==> src/rtl/pr_latbuf_pkg.sv <==
package pr_latbuf_pkg;
  localparam int NPIX  = 16;
  localparam int AMP_W = 4;
  localparam int TAG_W = 10;
  localparam int PAY_W = NPIX * AMP_W;

  typedef logic [TAG_W-1:0] tag_t;
  typedef logic [PAY_W-1:0] payload_t;

  // Age of a stored crossing, modulo the tag range.
  function automatic tag_t tag_age(tag_t now, tag_t tag);
    return tag_t'(now - tag);
  endfunction

  // Crossing a trigger refers to.
  function automatic tag_t trig_target(tag_t now, tag_t lat);
    return tag_t'(now - lat);
  endfunction

  // Zero the amplitude nibble of every pixel without a hit.
  function automatic payload_t pack_hits(logic [NPIX-1:0] hit, payload_t amp);
    payload_t r;
    for (int p = 0; p < NPIX; p++)
      r[p*AMP_W +: AMP_W] = hit[p] ? amp[p*AMP_W +: AMP_W] : '0;
    return r;
  endfunction
endpackage

==> src/rtl/pr_pick.sv <==
module pr_pick #(
  parameter int N   = 19,
  localparam int IW = (N > 1) ? $clog2(N) : 1
) (
  input  logic [N-1:0]  req_i,
  output logic          any_o,
  output logic [IW-1:0] idx_o
);
  always_comb begin
    any_o = 1'b0;
    idx_o = '0;
    for (int i = N - 1; i >= 0; i--) begin
      if (req_i[i]) begin
        any_o = 1'b1;
        idx_o = IW'(i);
      end
    end
  end
endmodule

==> src/rtl/pr_slot.sv <==
module pr_slot
  import pr_latbuf_pkg::*;
(
  input  logic     clk,
  input  logic     rst_n,
  input  logic     alloc_i,
  input  logic     take_i,
  input  logic     trig_i,
  input  tag_t     bx_i,
  input  tag_t     lat_i,
  input  payload_t data_i,
  output logic     valid_o,
  output logic     flag_o,
  output tag_t     tag_o,
  output payload_t data_o,
  output logic     match_o,
  output logic     expire_o
);
  assign match_o  = trig_i && valid_o && !flag_o && (tag_o == trig_target(bx_i, lat_i));
  assign expire_o = valid_o && !flag_o && !match_o && (tag_age(bx_i, tag_o) >= lat_i);

  always_ff @(posedge clk) begin
    if (!rst_n) begin
      valid_o <= 1'b0;
      flag_o  <= 1'b0;
      tag_o   <= '0;
      data_o  <= '0;
    end else if (alloc_i) begin
      valid_o <= 1'b1;
      flag_o  <= 1'b0;
      tag_o   <= bx_i;
      data_o  <= data_i;
    end else if (take_i) begin
      valid_o <= 1'b0;
      flag_o  <= 1'b0;
    end else if (match_o) begin
      flag_o  <= 1'b1;
    end else if (expire_o) begin
      valid_o <= 1'b0;
    end
  end

  // only a free slot is filled
  a_r8_alloc_free: assert property (@(posedge clk) disable iff (!rst_n)
    alloc_i |-> !valid_o);
  // a marked slot survives until read
  a_r5_flag_kept: assert property (@(posedge clk) disable iff (!rst_n)
    (flag_o && !take_i) |=> (valid_o && flag_o && $stable(tag_o)));
  // an expired slot is released at that edge
  a_r4_expire_frees: assert property (@(posedge clk) disable iff (!rst_n)
    expire_o |=> !valid_o);
  // only a marked slot is read out
  a_r6_take_marked: assert property (@(posedge clk) disable iff (!rst_n)
    take_i |-> (valid_o && flag_o));
endmodule

==> src/rtl/pr_latbuf.sv <==
module pr_latbuf
  import pr_latbuf_pkg::*;
#(
  parameter int DEPTH = 19,
  parameter int CNT_W = 8,
  localparam int IW   = (DEPTH > 1) ? $clog2(DEPTH) : 1
) (
  input  logic               clk,
  input  logic               rst_n,
  input  logic [NPIX-1:0]    hit_i,
  input  logic [PAY_W-1:0]   amp_i,
  input  logic [TAG_W-1:0]   bx_i,
  input  logic [TAG_W-1:0]   lat_i,
  input  logic               trig_i,
  output logic               col_valid_o,
  input  logic               col_ready_i,
  output logic [TAG_W-1:0]   col_tag_o,
  output logic [PAY_W-1:0]   col_data_o,
  output logic               ovf_flag_o,
  output logic [CNT_W-1:0]   ovf_count_o
);
  logic [DEPTH-1:0] slot_valid, slot_flag, slot_alloc, slot_take, slot_match, slot_expire;
  tag_t             slot_tag  [DEPTH];
  payload_t         slot_data [DEPTH];

  logic          hit_any, free_any, mark_any, drop_ev, xfer_ev;
  logic [IW-1:0] free_idx, mark_idx, sel_idx, hold_idx;
  logic          hold_v;
  payload_t      packed_hits;

  assign hit_any     = |hit_i;
  assign packed_hits = pack_hits(hit_i, amp_i);

  pr_pick #(.N(DEPTH)) u_free_pick (.req_i(~slot_valid), .any_o(free_any), .idx_o(free_idx));
  pr_pick #(.N(DEPTH)) u_mark_pick (.req_i(slot_flag),   .any_o(mark_any), .idx_o(mark_idx));

  assign drop_ev     = hit_any && !free_any;
  assign sel_idx     = hold_v ? hold_idx : mark_idx;
  assign col_valid_o = hold_v || mark_any;
  assign xfer_ev     = col_valid_o && col_ready_i;
  assign col_tag_o   = slot_tag[sel_idx];
  assign col_data_o  = slot_data[sel_idx];

  for (genvar g = 0; g < DEPTH; g++) begin : g_slot
    assign slot_alloc[g] = hit_any && free_any && (free_idx == IW'(g));
    assign slot_take[g]  = xfer_ev && (sel_idx == IW'(g));
    pr_slot u_slot (
      .clk      (clk),
      .rst_n    (rst_n),
      .alloc_i  (slot_alloc[g]),
      .take_i   (slot_take[g]),
      .trig_i   (trig_i),
      .bx_i     (bx_i),
      .lat_i    (lat_i),
      .data_i   (packed_hits),
      .valid_o  (slot_valid[g]),
      .flag_o   (slot_flag[g]),
      .tag_o    (slot_tag[g]),
      .data_o   (slot_data[g]),
      .match_o  (slot_match[g]),
      .expire_o (slot_expire[g])
    );
  end

  // Keep the shown slot fixed while the column side stalls.
  always_ff @(posedge clk) begin
    if (!rst_n) begin
      hold_v   <= 1'b0;
      hold_idx <= '0;
    end else begin
      hold_v   <= col_valid_o && !col_ready_i;
      hold_idx <= sel_idx;
    end
  end

  always_ff @(posedge clk) begin
    if (!rst_n) begin
      ovf_flag_o  <= 1'b0;
      ovf_count_o <= '0;
    end else if (drop_ev) begin
      ovf_flag_o <= 1'b1;
      if (ovf_count_o != '1) ovf_count_o <= ovf_count_o + 1'b1;
    end
  end

  // a drop raises the flag and it never clears
  a_r7_drop_flag: assert property (@(posedge clk) disable iff (!rst_n)
    (drop_ev || ovf_flag_o) |=> ovf_flag_o);
  // counter holds at its ceiling
  a_r7_count_sat: assert property (@(posedge clk) disable iff (!rst_n)
    (ovf_count_o == '1) |=> (ovf_count_o == '1));
  // port content is held under backpressure
  a_r5_hold: assert property (@(posedge clk) disable iff (!rst_n)
    (col_valid_o && !col_ready_i) |=> (col_valid_o && $stable(col_tag_o) && $stable(col_data_o)));
  // at most one slot is filled per crossing
  a_r2_one_alloc: assert property (@(posedge clk) disable iff (!rst_n)
    $onehot0(slot_alloc));
  // at most one slot leaves per transfer
  a_r6_one_take: assert property (@(posedge clk) disable iff (!rst_n)
    $onehot0(slot_take));
endmodule

==> config.mk <==
export PLATFORM = sky130hd
export DESIGN_NAME = pr_latbuf
export DESIGN_NICKNAME = d
export VERILOG_FILES = /design/src/rtl/pr_latbuf_pkg.sv /design/src/rtl/pr_pick.sv /design/src/rtl/pr_slot.sv /design/src/rtl/pr_latbuf.sv
export SDC_FILE = /design/constraint.sdc
export NUM_CORES = 2
export LEC_CHECK = 0
export BUFFER_PORTS_ARGS = -buffer_cell sky130_fd_sc_hd__buf_2
export CAP_MARGIN = 20
export CORE_MARGIN = 8
export CORE_UTILIZATION = 60
export DETAILED_ROUTE_END_ITERATION = 8
export PLACE_DENSITY_LB_ADDON = 0.08
export SLEW_MARGIN = 20
export SYNTH_ARGS = -nofsm -noshare
export SYNTH_HDL_FRONTEND = slang
export SYNTH_SLANG_ARGS = --single-unit
==> constraint.sdc <==
create_clock -name clk -period 5.25 [get_ports clk]
set_clock_uncertainty 0.15 [all_clocks]
set_input_delay 0.2625 -clock clk [delete_from_list [all_inputs] [get_ports clk]]
set_output_delay 0.2625 -clock clk [all_outputs]
set_load 0.02 [all_outputs]
==> impl_metrics.toml <==
[synthesis]
synth_nets = 11100
synth_edf_count = 0
yosys.cell_types.count = 76
ys_warn_count = 0
syn_inst = 10600
yosys_register_bits = 1459
avgSynthCellArea_sq_um = 7.65
yosysSeqAreaShare_pct = 35.9
synthesis.area_sq_um = 81300
synth_flop_cell = "dfxtp_1"
async_flop_share_pct = 0

[cts]
cts_tree = "done"
cts.path.max_buffers = 3
cts_made_buffers = 157
root_buffer = "clkbuf_16"
h-tree-depth = 4
clock_latency_ps = 820
path_clk_slew_ps = 70
clock-sinks = 1459

[power]
power_frac_clock_pct = 38.9
seqPwrFrac_pct = 38.3
p_int_uw = 19900
p_sw_uw = 9990
p_per_area_nw_per_um2 = 335
p_leak_uw = 0.0310
p_comb_share_pct = 22.8
vdd_drop_max_mv = 0.364
swShare_pct = 33.5

[critical_path]
arrival_ps = 4880
crit_type = "flip-flop to output port"
crit_family = "simple AND/OR/NAND/NOR gates"
cp_slowest_stage_delay_ps = 760
cp.buffers_inverters = 2
start_kind = "flip-flop"
crit_path_max_fanout = 14
cp.required_ps = 4840
end_kind = "output port"
crit_slowest_cell = "nor2b_4"
crit_chain = "or4_1 -> nor4b_1 -> a32o_2 -> nor2b_4 -> buf_4 -> o21ai_0 -> nand4_1 -> buf_2"

[cells_and_area]
layout_commonest_cell = "nand2_1"
fin_area_sq_um = 89200
layout-drive-gt1-share_pct = 8.66
syn_to_final_growth_pct = 9.76
final_cells = 12100
final_cell_mix = "nand2_1, a21oi_1, dfxtp_1"
final_nets = 10700

[die]
row_count = 135
core_sq_um = 135000
start_util_pct = 60.2
dieArea_sq_um = 148000
die_w_microns = 384
die_h_microns = 384
ios = 188

[sta]
timing.final.crit_period_ps = 5290
drv_slew = 0
setup_viol = 1
finalHoldViolations = 0
setup_slack_ps = -43.8
rsz0062_at_grt = "false"
timing.final.crit_share_pct = 101
max_freq_ghz = 0.189
relSlewSlack_pct = 17.0
tightest_slew_ps = 1240

[run]
drv_cap = 0

[global_route]
grt_max_degree = 238
grt_pass1_wl_mm = 476
antenna_found_initial = 12
grt_pass1_vias = 77200
grt_overflow = 0
grt_usage_pct = 41.2

[drt]
detail-route-antenna-nets = 0
via_count = 81700
wl_per_cell_microns = 26.3
via_per_inst = 6.75
drt_iter0_drc = 11300
firstDrtPassIters = 7
wl_mm = 319
drcViolationCount = 0

[placement]
dp_cells = 11800
portBuffers = 187
gp_congestion = 1.03
dpl.hpwl_mm = 188
place_area_sq_um = 83600

[outcome]
status = "complete, but fails checks"
violations = "setup timing"

[worst_hold_path]
hold_path_class = "input pin to flip-flop"
## worst paths after layout
kind	from	end	slack [ps]	cells after the start
worst max-delay path	g_slot[7].u_slot.flag_o$_SDFFE_PP0P_	col_data_o[6]	-40	8
worst max register to register	g_slot[16].u_slot.valid_o$_SDFFE_PN0P_	g_slot[6].u_slot.data_o[48]$_SDFFE_PN0P_	1070	10
worst min register to register	g_slot[6].u_slot.data_o[59]$_SDFFE_PN0P_	g_slot[6].u_slot.data_o[59]$_SDFFE_PN0P_	300	2
worst min-delay path	amp_i[4]	g_slot[2].u_slot.data_o[4]$_SDFFE_PN0P_	30	4
## power by group through the flow
| stage | clock network [uW] | registers, uW | logic, uW |
|---|---|---|---|
| floorplan | 0 | 11600 | 3890 |
| global placement | 0 | 11700 | 6420 |
| detailed placement | 0 | 11700 | 6530 |
| CTS | 11600 | 11400 | 6550 |
| global route | 12100 | 11500 | 7070 |
| finish | 11600 | 11400 | 6810 |
## synthesized netlist by cell type (83+ instances only)
library cell	n	area, sq um
a21oi_1	1480	7410
and3_1	105	657
buf_1	167	627
clkbuf_1	798	3000
dfxtp_1	1459	29200
ha_1	371	4640
inv_1	279	1050
mux2i_1	158	1580
mux4_2	148	3330
nand2_1	2045	7680
nand3_1	1144	5730
nand4_1	105	657
nor2_1	249	935
o211ai_1	83	623
o21ai_0	880	4400
xnor2_1	178	1560
xor2_1	101	885
## through the flow
step | hold slack (ps) | util (%) | TNS, ps | setup WS (ps) | total power [uW]
2_1_floorplan | 189 | - | 0 | 1110 | 15500
3_3_place_gp | 285 | 61.9 | 0 | 790 | 18100
3_5_place_dp | 293 | 62.0 | 0 | 749 | 18200
4_1_cts | 0.758 | 66.1 | 0 | 23.2 | 29600
5_1_grt | 44.9 | 66.1 | 0 | 23.7 | 30600
6_report | 32.1 | 66.1 | -43.8 | -43.8 | 29900
## registers in the layout (all words and copies together) (netlist names)
name                   count
g_slot.u_slot.valid_o     19
g_slot.u_slot.flag_o      19
hold_idx                   5
ovf_flag_o                 1
g_slot.u_slot.data_o    1216
hold_v                     1
g_slot.u_slot.tag_o      190
ovf_count_o                8
## metal layers
layer | share of wire, % | up-vias | global-route usage (%)
met1 | 38 | 38900 | 53.4
met3 | 12 | 1175 | 9.56
met5 | 0.021 | - | 0
met2 | 44 | 5419 | 64.2
met4 | 5.9 | 10 | 21.2
li1 | - | 36200 | -
## cell families (layout without fill, tap and decap cells)
| group | Yosys count | count (layout) | synth area share (%) |
|---|---|---|---|
| flops | 1459 | 1459 | 35.9 |
| buf+inv | 1314 | 1003 | 6.20 |
| xor+xnor | 332 | 332 | 4.47 |
| mux | 307 | 307 | 6.06 |
| fa+ha+maj | 391 | 391 | 6.20 |
| simple gates | 3965 | 3966 | 21.6 |
| compound gates | 2863 | 2863 | 19.5 |
| other cells | 0 | 4 | 0 |
## worst reg2reg max path: stages, from the launching register on
cell	delay, ps
dfxtp_1	450
nand2b_1	140
a221oi_1	860
o2111a_1	400
o21ai_1	90
buf_4	220
nand3_4	70
buf_4	700
buf_4	690
nand2_1	140
a21oi_1	180
## what timing repair did
item	CTS	global route
cloned	1	0
gates resized for setup	1	0
hold endpoints to repair	85	0
hold buffers	18	0
pin swaps	0	1
buffers inserted	0	2
endpoints found under the setup margin	1	24
## final cells by class
class	instances	area [sq um]
antenna	4	10.0
clock buffer	228	4630
clock inverter	41	707
fill	11600	45700
inverter	279	1050
multi-input combinational	7859	47500
sequential	1459	29200
tap	1781	2230
timing repair buffer	455	3940
Power figures use the tool's default switching activity.
